$ cat config.mk
export PLATFORM = sky130hd
export DESIGN_NAME = sio_irq_ctrl
export DESIGN_NICKNAME = d
export VERILOG_FILES = /design/src/rtl/sio_irq_pkg.sv /design/src/rtl/sio_irq_rst_sync.sv /design/src/rtl/sio_irq_ctrl_reg.sv /design/src/rtl/sio_irq_rx_flags.sv /design/src/rtl/sio_irq_latch.sv /design/src/rtl/sio_irq_idle_det.sv /design/src/rtl/sio_irq_ctrl.sv
export SDC_FILE = /design/constraint.sdc
export NUM_CORES = 1
export LEC_CHECK = 0
export ABC_CLOCK_PERIOD_IN_PS = 900
export BUFFER_PORTS_ARGS = -buffer_cell sky130_fd_sc_hd__buf_2
export CAP_MARGIN = 30
export CORE_UTILIZATION = 42
export DETAILED_ROUTE_END_ITERATION = 8
export PLACE_DENSITY = 0.81
export SLEW_MARGIN = 20
export SYNTH_ARGS = -nofsm -noshare
export SYNTH_HDL_FRONTEND = slang
export SYNTH_SLANG_ARGS = --single-unit
$ cat constraint.sdc
create_clock -name clk -period 0.9 [get_ports clk]
set_clock_uncertainty 0.05 [all_clocks]
set_input_delay 0.09 -clock clk [delete_from_list [all_inputs] [get_ports clk]]
set_output_delay 0.09 -clock clk [all_outputs]
set_load 0.01 [all_outputs]
$ cat src/rtl/sio_irq_pkg.sv
package sio_irq_pkg;
  localparam int unsigned CTRL_W   = 16;
  localparam int unsigned EN_LSB   = 10;
  localparam int unsigned EN_W     = 4;
  localparam int unsigned IDLE_SHORT = 10;
  localparam int unsigned IDLE_LONG  = 11;

  typedef struct packed {
    logic tmr;
    logic tx;
    logic rx;
    logic idle;
  } irq_en_t;
endpackage

$ cat src/rtl/sio_irq_rst_sync.sv
module sio_irq_rst_sync #(
  parameter int unsigned STAGES = 2
) (
  input  logic clk,
  input  logic rst_n_in,
  output logic rst_n_out
);
  logic [STAGES-1:0] sync_q;
  logic [STAGES-1:0] sync_d;

  always_comb begin
    sync_d = {sync_q[STAGES-2:0], 1'b1};
  end

  always_ff @(posedge clk or negedge rst_n_in) begin
    if (!rst_n_in) sync_q <= '0;
    else           sync_q <= sync_d;
  end

  assign rst_n_out = sync_q[STAGES-1];
endmodule

$ cat src/rtl/sio_irq_ctrl_reg.sv
module sio_irq_ctrl_reg
  import sio_irq_pkg::*;
#(
  parameter int unsigned DW  = CTRL_W,
  parameter int unsigned LSB = EN_LSB
) (
  input  logic          clk,
  input  logic          rst_n,
  input  logic          wr,
  input  logic [DW-1:0] wdata,
  output irq_en_t       en
);
  localparam int unsigned MSB = LSB + EN_W - 1;

  irq_en_t en_q;
  irq_en_t en_d;
  logic    en_ce;

  always_comb begin
    en_ce = wr;
    en_d  = irq_en_t'(wdata[MSB:LSB]);
  end

  always_ff @(posedge clk or negedge rst_n) begin
    if (!rst_n)     en_q <= '0;
    else if (en_ce) en_q <= en_d;
  end

  assign en = en_q;
endmodule

$ cat src/rtl/sio_irq_rx_flags.sv
module sio_irq_rx_flags (
  input  logic clk,
  input  logic rst_n,
  input  logic load,
  input  logic err_any,
  input  logic data_rd,
  input  logic stat_rd,
  output logic full,
  output logic err
);
  logic full_q, full_d, full_ce;
  logic err_q, err_d, err_ce;

  always_comb begin
    full_ce = load | data_rd;
    full_d  = load;
    err_ce  = (load & err_any) | stat_rd;
    err_d   = load & err_any;
  end

  always_ff @(posedge clk or negedge rst_n) begin
    if (!rst_n) begin
      full_q <= 1'b0;
      err_q  <= 1'b0;
    end else begin
      if (full_ce) full_q <= full_d;
      if (err_ce)  err_q  <= err_d;
    end
  end

  assign full = full_q;
  assign err  = err_q;
endmodule

$ cat src/rtl/sio_irq_latch.sv
module sio_irq_latch (
  input  logic clk,
  input  logic rst_n,
  input  logic set,
  input  logic clr,
  output logic q
);
  logic q_q, q_d, q_ce;

  always_comb begin
    q_ce = set | clr;
    q_d  = set;
  end

  always_ff @(posedge clk or negedge rst_n) begin
    if (!rst_n)    q_q <= 1'b0;
    else if (q_ce) q_q <= q_d;
  end

  assign q = q_q;
endmodule

$ cat src/rtl/sio_irq_idle_det.sv
module sio_irq_idle_det #(
  parameter int unsigned SHORT_N = 10,
  parameter int unsigned LONG_N  = 11
) (
  input  logic clk,
  input  logic rst_n,
  input  logic tick,
  input  logic line,
  input  logic long_sel,
  output logic fire
);
  localparam int unsigned MAX_N = (LONG_N > SHORT_N) ? LONG_N : SHORT_N;
  localparam int unsigned CW    = $clog2(MAX_N + 1);
  localparam logic [CW-1:0] THR_S = CW'(SHORT_N);
  localparam logic [CW-1:0] THR_L = CW'(LONG_N);

  logic [CW-1:0] cnt_q, cnt_d;
  logic          arm_q, arm_d;
  logic          ce;
  logic [CW-1:0] thr;
  logic [CW-1:0] cnt_inc;

  always_comb begin
    thr     = long_sel ? THR_L : THR_S;
    cnt_inc = cnt_q + 1'b1;
    ce      = tick;
    cnt_d   = cnt_q;
    arm_d   = arm_q;
    fire    = 1'b0;
    if (tick) begin
      if (line) begin
        if (cnt_q < thr) cnt_d = cnt_inc;
        if (arm_q && (cnt_inc == thr)) begin
          fire  = 1'b1;
          arm_d = 1'b0;
        end
      end else begin
        cnt_d = '0;
        arm_d = 1'b1;
      end
    end
  end

  always_ff @(posedge clk or negedge rst_n) begin
    if (!rst_n) begin
      cnt_q <= '0;
      arm_q <= 1'b1;
    end else if (ce) begin
      cnt_q <= cnt_d;
      arm_q <= arm_d;
    end
  end
endmodule

$ cat src/rtl/sio_irq_ctrl.sv
module sio_irq_ctrl
  import sio_irq_pkg::*;
#(
  parameter int unsigned DW       = CTRL_W,
  parameter int unsigned IDLE_S   = IDLE_SHORT,
  parameter int unsigned IDLE_L   = IDLE_LONG
) (
  input  logic          clk,
  input  logic          rst_n,
  input  logic          ctrl_wr,
  input  logic [DW-1:0] ctrl_wdata,
  input  logic          stat_rd,
  input  logic          rx_load,
  input  logic          rx_par_err,
  input  logic          rx_frm_err,
  input  logic          rx_ovr_err,
  input  logic          rx_data_rd,
  input  logic          tx_empty,
  input  logic          tmr_uflow,
  input  logic          rx_line,
  input  logic          bit_tick,
  input  logic          long_frame,
  input  logic          ack_idle,
  input  logic          ack_tmr,
  output logic          irq_rx,
  output logic          irq_rx_err,
  output logic          irq_tx,
  output logic          irq_idle,
  output logic          irq_tmr
);
  localparam int unsigned NLATCH = 2;
  localparam int unsigned L_IDLE = 0;
  localparam int unsigned L_TMR  = 1;

  logic    rst_n_s;
  irq_en_t en;
  logic    rx_full, rx_err, err_any;
  logic    idle_fire;
  logic [NLATCH-1:0] l_set, l_clr, l_q;

  sio_irq_rst_sync #(.STAGES(2)) u_rst (
    .clk(clk), .rst_n_in(rst_n), .rst_n_out(rst_n_s)
  );

  sio_irq_ctrl_reg #(.DW(DW), .LSB(EN_LSB)) u_ctrl (
    .clk(clk), .rst_n(rst_n_s), .wr(ctrl_wr), .wdata(ctrl_wdata), .en(en)
  );

  assign err_any = rx_par_err | rx_frm_err | rx_ovr_err;

  sio_irq_rx_flags u_rx (
    .clk(clk), .rst_n(rst_n_s), .load(rx_load), .err_any(err_any),
    .data_rd(rx_data_rd), .stat_rd(stat_rd), .full(rx_full), .err(rx_err)
  );

  sio_irq_idle_det #(.SHORT_N(IDLE_S), .LONG_N(IDLE_L)) u_idle (
    .clk(clk), .rst_n(rst_n_s), .tick(bit_tick), .line(rx_line),
    .long_sel(long_frame), .fire(idle_fire)
  );

  assign l_set[L_IDLE] = idle_fire;
  assign l_clr[L_IDLE] = ack_idle;
  assign l_set[L_TMR]  = tmr_uflow;
  assign l_clr[L_TMR]  = ack_tmr;

  for (genvar g = 0; g < NLATCH; g++) begin : g_ack_latch
    sio_irq_latch u_lat (
      .clk(clk), .rst_n(rst_n_s), .set(l_set[g]), .clr(l_clr[g]), .q(l_q[g])
    );
  end

  always_comb begin
    irq_rx_err = en.rx & rx_err;
    irq_rx     = en.rx & rx_full & ~rx_err;
    irq_tx     = en.tx & tx_empty;
    irq_idle   = en.idle & l_q[L_IDLE];
    irq_tmr    = en.tmr & l_q[L_TMR];
  end
endmodule

==> Yosys cells after proc, flatten, opt, wreduce, memory -nomap -nowiden <==
Index checks and enable logic that the tools add are counted.
{ "totals": {"ff_bits": 15, "input_bits": 32, "memories": 0, "latch_bits": 0, "ramBits": 0, "mem_bits_ro": 0} }
{ "op_classes": {"div_mod_pow": 0, "n_addsub": 1, "mux": 8, "reduce_logical": 3, "magnitude_cmp": 1, "n_eq_ne": 3, "n_mul": 0, "n_shift": 0, "bitwise": 14} }
{ "op_table": {"columns": ["cell", "count"], "rows": [
  ["$mux 4", 2],
  ["$and 1x1->1", 7],
  ["$mux 1", 6],
  ["$or 1x1->1", 6],
  ["$add 4x1->4 const B", 1],
  ["$eq 4x4->1", 1],
  ["$lt 4x4->1", 1],
  ["$ne 2x1->1 const B", 2],
  ["$reduce_and 2->1", 2],
  ["$logic_and 1x1->1", 1],
  ["$not 1->1", 1]
]} }

==> Logic depth before layout (Yosys ltp) <==
Gate-level depths: netlist of run 1.
{ "logic_depth": {"word_depth": 7, "depth_mapped": 6} }

==> Modules after synthesis <==
Synthesis of run 1 repeated with hierarchy kept, for this count alone.
{ "hier_totals": {"cells_unflattened": 64, "area_unflattened_um2": 703.2} }
{ "by_module_without_submodules": {"columns": ["module", "area_per_inst_um2", "n_inst", "cells_per_inst", "seq_area_each_um2"], "rows": [
  ["sio_irq_idle_det", 314.1, 1, 34, 126.4],
  ["sio_irq_ctrl_reg", 145.1, 1, 8, 100.1],
  ["sio_irq_rx_flags", 77.6, 1, 7, 50.0],
  ["sio_irq_latch", 36.3, 2, 3, 25.0],
  ["sio_irq_rst_sync", 53.8, 1, 3, 50.0],
  ["sio_irq_ctrl", 40.0, 1, 6, 0.0]
]} }

==> Least setup slack after synthesis of run 1 <==
No wires, ideal clock.
{ "synth_path": {"kind": "register -> register", "start": "reg u_idle.cnt_q[0]", "end": "reg u_idle.cnt_q[2]", "required_time_ns": 0.729, "path_stages_with_launch": 7, "t_arrival_ns": 1.114, "setup_time_ns": 0.121, "path_slack_ns": -0.385, "synth_period_minus_slack_ns": 1.285, "path_buffers": 0, "cell_sequence": "dfrtp_1 > inv_1 > ha_1 > nor2b_1 > o21ai_0 > and3_1 > o22a_1"} }
{ "synth_between": {"elab_chain_len": 3, "elab_cells_between_ends": 6, "classes_between": "add/sub: 1; order compare: 1; eq/ne: 1; mux: 2; reduce/logical: 1"} }
{ "synth_rtl": {"columns": ["element", "line", "text"], "rows": [
  ["start: declaration", "sio_irq_idle_det.sv:17", "logic [CW-1:0] cnt_q, cnt_d;"],
  ["start signal: assignment", "sio_irq_idle_det.sv:49", "cnt_q <= cnt_d;"],
  ["$add 4x1->4 / $lt 4x4->1 (equally long branches)", "sio_irq_idle_det.sv:25, sio_irq_idle_det.sv:32", null],
  ["$mux 4 / $ne 2x1->1 (equally long branches)", null, null],
  ["$mux 4 / $reduce_and 2->1 (equally long branches)", null, null]
]} }
Several ways; a longest one is shown, not always the timed one. The select of a mux whose other input is x is not followed.
A chain may end at the register's enable or synchronous reset.

==> Final worst setup path of run 1 <==
{ "layout_path": {"start": "reg u_idle.cnt_q[0]", "end": "reg g_ack_latch[0].u_lat.q_q"} }
{ "layout_between": {"elab_chain_len": 7} }
{ "layout_rtl": {"columns": ["element", "line", "text"], "rows": [
  ["$add 4x1->4 (*)", "sio_irq_idle_det.sv:25", "cnt_inc = cnt_q + 1'b1;"],
  ["$eq 4x4->1 (*)", "sio_irq_idle_det.sv:33", "if (arm_q && (cnt_inc == thr)) begin"],
  ["$logic_and 1x1->1 (*)", "sio_irq_idle_det.sv:33", null],
  ["$mux 1 (*)", "sio_irq_idle_det.sv:33", null],
  ["$mux 1 (*)", "sio_irq_idle_det.sv:31", "if (line) begin"],
  ["$mux 1 (*)", "sio_irq_idle_det.sv:30", "if (tick) begin"],
  ["$or 1x1->1", "sio_irq_latch.sv:11", "q_ce = set | clr;"],
  ["end signal: assignment", "sio_irq_latch.sv:17", "else if (q_ce) q_q <= q_d;"],
  ["end: declaration", "sio_irq_latch.sv:8", "logic q_q, q_d, q_ce;"]
]} }
Mark *: on every way between the ends. The rest lies on a longest branch, timed or not.

==> results.toml, run 1 <==
[status]
status = "complete, but fails checks"
violations = "negative setup slack"

[clock_tree]
clockBufferDepth = 2
htree_levels = 1
cts_tree = "done"
cts-root-buf = "clkbuf_4"
insertion_delay_ns = 0.30
clk_pin_slew_worst_paths_ns = 0.09
clock-sinks = 15
cts_buffers = 3

[timing]
final-setup-viol-count = 13
min_period_ns = 1.38
final_hold_viol_count = 0
max_freq_mhz = 727
period_share_pct = 153
layout_setup_ws_ns = -0.476
rsz0062_at_grt = "yes"
tns_ns = -3.63
final_max_slew_viol_count = 0

[critical_path]
end_kind = "register"
crit_buf_inv = 0
slowest_stage = "dfrtp_1"
crit_required_ns = 1.09
cp.arrival_ns = 1.57
cp_max_fo = 3
crit_path_max_incr_delay_ns = 0.43
crit_family = "flip-flops"
worstPathCellList = "ha_2, xor2_1, nor4b_2, a22o_1"
worstSetupPathType = "reg2reg"
cp-start-kind = "register"

[routing]
vias = 627
routed_via_density = 5.02
firstDrtPassIters = 4
drcViolationCount = 0
wirelength_mm = 1.87
drt-initial-drc-count = 15
antenna_left = 0
wl_per_cell_microns = 14.9

[grt]
grt-busiest-layer = "met2"
met1_usage_pct = 21.2
gr-total-overflow = 0
first_global_vias = 644
grt.total_usage_pct = 21.1
grt_pass1_wl_mm = 2.71
grt_max_degree = 10
grtUsageMet3_pct = 7.33
antenna_found_initial = 0
grtUsageMet2_pct = 37.8

[floorplan]
num_rows = 14
core_area_sq_um = 1520
start_util_pct = 45.2
io_pins = 37
die-area_sq_um = 1810
die_h_microns = 42.5
die_w_microns = 42.5

[synth]
synth-seq-cells = 15
netlist_instances = 61
yosys-top-cells-count = "14 x dfrtp_1, 9 x inv_1, 4 x and2_1, 4 x mux2_2"
ys.flop_type = "dfrtp_1"
netlist_area_sq_um = 689
synth_nets = 95
seq_area_frac_synth_pct = 54.6
netlist.area_leader.share_pct = 50.8
yosys_warnings = 0
synth_top_area_cell = "dfrtp_1"
synth_edf_count = 0
yosys-top-cells-area = "dfrtp_1 51%, mux2_2 6.5%, inv_1 4.9%"
synthArstFlopShare_pct = 100
yosys.cell_types.count = 25
yosysMostFrequentCell = "dfrtp_1"
syn_avg_cell_area_sq_um = 11.3

[min_path]
hold_class = "in2reg"

[final_layout]
utilization_pct = 70.5
drive_gt1_share_pct = 48.6
syn_to_final_growth_pct = 55.9
layout.nets = 144
antenna_cells = 0
fillers = 116

[job]
drv_cap = 0

[placed_design]
dp_hpwl_mm = 1.16
io_buffers = 24
routabilityCongestion = 0.836

[power]
power.leakage_uw = 0.000566
power_density_nw_per_um2 = 1520
vdd_ir_drop_max_v = 0.00101
sequential cells by signal, summed over array words and instances, names as in the netlist:
signal and flops:
g_ack_latch.u_lat.q 2, u_rx.full 1, u_idle.cnt_q 4, u_idle.arm_q 1, u_ctrl.en 4, u_rx.err 1
u_rst.sync_q 2
final timing paths:
| check | start | end | slack (ns) | cells past startpoint |
|---|---|---|---|---|
| max in group asynchronous | u_rst.sync_q[1] | u_ctrl.en[1] | 0.37 | 1 |
| min in group asynchronous | u_rst.sync_q[1] | g_ack_latch[0].u_lat.q | 0.04 | 0 |
| hold reg to reg | u_rst.sync_q[1] | g_ack_latch[0].u_lat.q | 0.04 | 0 |
| setup / recovery | u_idle.cnt_q[0] | g_ack_latch[0].u_lat.q | -0.48 | 4 |
| setup reg to reg | u_idle.cnt_q[0] | g_ack_latch[0].u_lat.q | -0.48 | 4 |
| hold / removal | rx_frm_err | u_rx.err | 0.01 | 3 |
power breakdown:
| group | switching (uW) | leakage, uW | internal [uW] |
|---|---|---|---|
| sequential | 59.7 | 0.000180 | 739 |
| clock | 228 | 0.0000177 | 166 |
| combinational | 186 | 0.000368 | 255 |
| total | 474 | 0.000566 | 1160 |
final cells by class:
| class | instances | area, sq um | area share, % |
|---|---|---|---|
| Clock buffer | 3 | 22.5 | 2.10 |
| Multi-Input combinational cell | 37 | 313 | 29.1 |
| Clock inverter | 1 | 5.00 | 0.466 |
| Inverter | 9 | 33.8 | 3.14 |
| Timing Repair Buffer | 44 | 304 | 28.3 |
| Tap cell | 16 | 20.0 | 1.86 |
| Sequential cell | 15 | 377 | 35.0 |
cells in the final DEF, fill, tap and decap left out, types with 2 or more instances in the layout:
| master | n |
|---|---|
| clkbuf_4 | 3 |
| nand2_1 | 2 |
| and3_1 | 2 |
| inv_2 | 2 |
| buf_2 | 22 |
| dlygate4sd3_1 | 10 |
| o21ai_2 | 2 |
| and2_1 | 3 |
| mux2i_1 | 2 |
| dfrtp_1 | 14 |
| inv_1 | 7 |
| buf_4 | 11 |
| o21ai_1 | 2 |
| a21oi_1 | 3 |
| mux2_2 | 4 |
| a21o_1 | 3 |
cells by family after synthesis:
group | share of synthesized area (%)
compound gates | 13.4
xor+xnor | 2.54
fa+ha+maj | 3.63
buf+inv | 4.90
flops | 54.6
mux | 9.44
other cells | 0.544
simple gates | 10.9
timing repair:
item,4_1_cts,5_1_grt
hold buffers,9,1
pin swaps,3,3
endpoints found under the setup margin,11,12
hold endpoints to repair,9,1
resized for setup,1,6
buffers inserted,3,3
cloned,0,0
metrics by stage:
stage                     setup WS, ns  hold WS [ns]  cell area (sq um)  power (uW)  cells
after floorplan                 -0.378        -0.256                707         991     61
after global placement          -0.399        -0.174                885        1130    106
after detailed placement        -0.445        -0.171                885        1160    106
after CTS                       -0.463       -0.0260               1030        1610    122
after global routing            -0.503        0.0201               1070        1720    125
final                           -0.476        0.0135               1070        1630    125
routing by layer:
metal	up-vias	share of wire (%)
met4	0	2.7
met5	-	0
met3	5	3.1
li1	305	-
met2	12	58
met1	305	36
tightest hold or removal path: stages:
cell	delay, ns
buf_2	0.09
o31ai_2	0.07
o21ai_1	0.07
Note: power is estimated with default switching activity, not from simulation.
==> run 2: changes to the inputs <==
--- a/config.mk
+++ b/config.mk
@@ -12,4 +12,5 @@
 export DETAILED_ROUTE_END_ITERATION = 8
 export PLACE_DENSITY = 0.81
+export REMOVE_ABC_BUFFERS = 1
 export SLEW_MARGIN = 20
 export SYNTH_ARGS = -nofsm -noshare
==> constraint.sdc (replaced) <==
create_clock -name clk -period 0.9 [get_ports clk]
set_clock_uncertainty 0.05 [all_clocks]
set_input_delay 0.045 -clock clk [delete_from_list [all_inputs] [get_ports clk]]
set_output_delay 0.045 -clock clk [all_outputs]
set_load 0.01 [all_outputs]
==> results.toml, run 2 (same netlist as run 1, synthesis figures left out) <==
[status]
status = "complete, but fails checks"
violations = "negative hold slack, negative setup slack"

[power]
power_density_nw_per_um2 = 1520
pwr-share-comb_pct = 30.7
p_clk_share_pct = 22.3
share_seq_of_total_power_pct = 47.0
switching_share_pct = 27.9
vdd_ir_drop_max_v = 0.00100
power.leakage_uw = 0.000587
p_int_uw = 1220
p_sw_uw = 472

[job]
drv_cap = 0

[grt]
grt.total_usage_pct = 19.8
first_global_vias = 652
grt_pass1_wl_mm = 2.68
grt_max_degree = 9
gr-total-overflow = 0
antenna_found_initial = 0

[final_layout]
syn_to_final_growth_pct = 61.2
design_area_sq_um = 1110
layout_commonest_cell = "buf_2"
layout.nets = 146
drive_gt1_share_pct = 48.6
fillers = 101
final_cell_mix = "23 x buf_2, 14 x dfrtp_1, 11 x dlygate4sd3_1"
utilization_pct = 72.9
antenna_cells = 0

[routing]
wirelength_mm = 1.73
vias = 614
antenna_left = 0
firstDrtPassIters = 4
wl_per_cell_microns = 13.6
drt-initial-drc-count = 2
routed_via_density = 4.83
drcViolationCount = 0

[critical_path]
cp-start-kind = "register"
startpoint = "u_idle.cnt_q[0]"
worstSetupPathType = "reg2reg"
crit_path_max_incr_delay_ns = 0.42
crit_required_ns = 1.07
rr_startpoint = "u_idle.cnt_q[0]"
end_kind = "register"
worstPathCellList = "ha_2, xor2_1, nor4b_4, a22o_1"
slowest_stage = "dfrtp_1"
cp.arrival_ns = 1.52
cp_max_fo = 3

[timing]
final_hold_viol_count = 1
max_freq_mhz = 741
layout_setup_ws_ns = -0.449
final_max_slew_viol_count = 0
rsz0062_at_grt = "yes"
period_share_pct = 150
final-setup-viol-count = 13
fin_hold_ws_ns = -0.0511
min_period_ns = 1.35

[min_path]
hold_class = "in2reg"
min_from = "rx_frm_err"

[floorplan]
die_h_microns = 42.5
num_rows = 14
die-area_sq_um = 1810
io_pins = 37
core_area_sq_um = 1520
die_w_microns = 42.5
start_util_pct = 45.2

[placed_design]
routabilityCongestion = 0.837
io_buffers = 24
placed_cell_area_sq_um = 875
dp_hpwl_mm = 1.05

[clock_tree]
htree_levels = 1
clockBufferDepth = 2
cts_tree = "done"
insertion_delay_ns = 0.28
clk_pin_slew_worst_paths_ns = 0.09
clock-sinks = 15
cts-root-buf = "clkbuf_4"
cts_buffers = 3
[run 2: cell count changes in the layout (fill, tap and decap cells not counted), sizes merged]
cell and change:
clkinv -1, dlygate4sd3 +1, clkbuf +1, buf +1
[run 2: worst paths after layout]
check,endpoint,slack [ns],cells after the start
max,g_ack_latch[0].u_lat.q,-0.45,4
min,u_rx.err,-0.05,3
max reg2reg,g_ack_latch[0].u_lat.q,-0.45,4
min reg2reg,u_rx.full,0.11,1
max in group asynchronous,u_rst.sync_q[1],0.13,3
min in group asynchronous,u_rx.full,0.11,1
[run 2: cell type report]
| type | count | area (sq um) | area share (%) |
|---|---|---|---|
| inverter | 9 | 33.8 | 3.04 |
| clock buffer | 4 | 26.3 | 2.36 |
| timing repair buffer | 46 | 323 | 29.1 |
| sequential | 15 | 377 | 33.9 |
| multi-input combinational | 37 | 332 | 29.8 |
| tap | 16 | 20.0 | 1.80 |
[run 2: power groups by stage]
| stage | clock, uW | combinational (uW) | sequential [uW] |
|---|---|---|---|
| floorplan | 0 | 175 | 796 |
| global placement | 0 | 330 | 793 |
| detailed placement | 0 | 341 | 799 |
| CTS | 379 | 411 | 787 |
| global route | 423 | 567 | 801 |
| finish | 377 | 519 | 795 |
[run 2: timing repair]
| item | in CTS | in global routing |
|---|---|---|
| pin swaps | 11 | 4 |
| cloned | 0 | 0 |
| endpoints found under the setup margin | 11 | 12 |
| hold buffers | 10 | 1 |
| endpoints found under the hold margin | 10 | 2 |
| buffers inserted | 4 | 1 |
| resized for setup | 3 | 13 |
[run 2: layer usage]
layer / share of wire, % / wire length, microns / up-vias / track usage, %
met1: 43 / 749 / 301 / 23.7
met4: 0 / 0 / 0 / 7.50
met2: 55 / 954 / 9 / 35.7
met3: 1.3 / 23 / 0 / 2.59
li1: - / - / 304 / -
met5: 0 / 0 / - / 0
[run 2: per-stage QoR]
step	worst slack, ns	hold slack, ns	power (uW)	TNS (ns)	instances
floorplan	-0.385	-0.301	971	-2.11	61
global placement	-0.418	-0.220	1120	-2.29	107
detailed placement	-0.460	-0.216	1140	-2.59	107
CTS	-0.478	-0.0459	1580	-3.40	125
global route	-0.534	-0.000505	1790	-4.06	127
finish	-0.449	-0.0511	1690	-3.32	127
[run 2: worst max-delay path: cells and delay by family, from the launching register on]
kind                     cells  cell delay [ns]
adder cells (fa/ha/maj)      1             0.19
XOR/XNOR                     1             0.16
AO/OA/AOI/OAI                1             0.16
AND/OR/NAND/NOR              1             0.31
flip-flops                   1             0.42
==> run 3: changes to the inputs <==
- PLACE_DENSITY: 0.81 -> 0.76
==> results.toml, run 3 (same netlist as run 1, synthesis figures left out) <==
[routing]
vias = 624
wl_per_cell_microns = 13.5
antenna_left = 0
wirelength_mm = 1.72
drcViolationCount = 0
routed_via_density = 4.91
firstDrtPassIters = 4
drt-initial-drc-count = 11

[clock_tree]
clock-sinks = 15
clockBufferDepth = 2
cts-root-buf = "clkbuf_4"
cts_buffers = 3
insertion_delay_ns = 0.28
clk_pin_slew_worst_paths_ns = 0.09
cts_tree = "done"
htree_levels = 1

[power]
power.leakage_uw = 0.000580
vdd_ir_drop_max_v = 0.00131
power_density_nw_per_um2 = 1520
power_uw = 1700

[timing]
min_period_ns = 1.33
period_share_pct = 148
final_max_slew_viol_count = 0
final_hold_viol_count = 1
rsz0062_at_grt = "yes"
max_freq_mhz = 750
final-setup-viol-count = 12
fin_hold_ws_ns = -0.0536
layout_setup_ws_ns = -0.433

[critical_path]
crit_path_max_incr_delay_ns = 0.41
slowest_stage = "dfrtp_1"
worstSetupPathType = "reg2reg"
crit_required_ns = 1.08
rr_startpoint = "u_idle.cnt_q[0]"
reg2reg_depth = 4
cp.arrival_ns = 1.51
cp-start-kind = "register"
worstPathCellList = "ha_2, nand2_2, nor4b_4, a22o_1"
r2r-end = "g_ack_latch[0].u_lat.q"
cp_max_fo = 3
end_kind = "register"
r2r_slack_ns = -0.43

[min_path]
hold_depth = 3
min_to = "u_rx.err"
min_from = "rx_par_err"
hold_class = "in2reg"

[grt]
first_global_vias = 620
grt_max_degree = 10
met1_usage_pct = 23.1
grt-busiest-layer = "met2"
grt.total_usage_pct = 19.6
antenna_found_initial = 0
grt_pass1_wl_mm = 2.59
grtUsageMet2_pct = 33.8
grtUsageMet3_pct = 6.90
gr-total-overflow = 0

[final_layout]
final-seq-area_sq_um = 377
layout.nets = 146
layout_commonest_cell = "buf_2"
syn_to_final_growth_pct = 61.5
final_cell_mix = "23 x buf_2, 14 x dfrtp_1, 12 x dlygate4sd3_1"
multi_input_area_sq_um = 330
utilization_pct = 73.1
drive_gt1_share_pct = 49.5
antenna_cells = 0
fillers = 106

[status]
violations = "negative hold slack, negative setup slack"
status = "complete, but fails checks"

[floorplan]
num_rows = 14
io_pins = 37
start_util_pct = 45.2
die_w_microns = 42.5
core_area_sq_um = 1520
die-area_sq_um = 1810
die_h_microns = 42.5

[job]
drv_cap = 0

[placed_design]
io_buffers = 24
dp_hpwl_mm = 1.01
routabilityCongestion = 0.835
[run 3: final cells by class]
| class | instances | area share [%] |
|---|---|---|
| Inverter | 9 | 3.03 |
| Timing Repair Buffer | 46 | 29.2 |
| Tap cell | 16 | 1.80 |
| Clock inverter | 1 | 0.449 |
| Multi-Input combinational cell | 37 | 29.7 |
| Clock buffer | 3 | 2.02 |
| Sequential cell | 15 | 33.8 |
[run 3: layer usage]
layer	routed length (microns)	vias to the layer above
met5	0	-
met4	10	0
met3	77	2
met2	908	19
met1	720	297
li1	-	306
[run 3: worst max path at each step]
stage                          startpoint  slack [ns]  depth (start not counted)                      to
after detailed placement  u_idle.cnt_q[0]       -0.46                          6         u_idle.cnt_q[0]
after global placement    u_idle.cnt_q[0]       -0.41                          6         u_idle.cnt_q[2]
after CTS                 u_idle.cnt_q[0]       -0.44                          6         u_idle.cnt_q[0]
after floorplan           u_idle.cnt_q[0]       -0.38                          6         u_idle.cnt_q[2]
final                     u_idle.cnt_q[0]       -0.43                          4  g_ack_latch[0].u_lat.q
after global routing      u_idle.cnt_q[0]       -0.52                          6         u_idle.cnt_q[0]
[run 3: power by group]
part | switching [uW] | total [uW] | leakage (uW) | internal [uW]
Sequential | 56.9 | 796 | 0.000180 | 739
Combinational | 217 | 529 | 0.000382 | 311
Clock | 207 | 372 | 0.0000177 | 165
[run 3: metrics by stage]
stage	TNS, ns	cells	area (sq um)	worst slack, ns
6_report	-3.35	127	1110	-0.433
5_1_grt	-3.99	127	1110	-0.518
4_1_cts	-3.20	124	1060	-0.437
3_5_place_dp	-2.59	106	867	-0.463
3_3_place_gp	-2.35	106	867	-0.411
2_1_floorplan	-2.11	61	689	-0.385
[run 3: timing repair]
item	in CTS	in global routing
hold buffers	11	1
endpoints found under the hold margin	9	2
pin swaps	10	4
resized for setup	9	7
endpoints found under the setup margin	11	13
cloned	0	0
setup buffers	3	2
[run 3: worst max-delay path: cells and delay by family, from the launching register on]
kind | cells | cell delay [ns]
AO/OA/AOI/OAI | 1 | 0.16
AND/OR/NAND/NOR | 2 | 0.34
adder cells (fa/ha/maj) | 1 | 0.33
flip-flops | 1 | 0.41
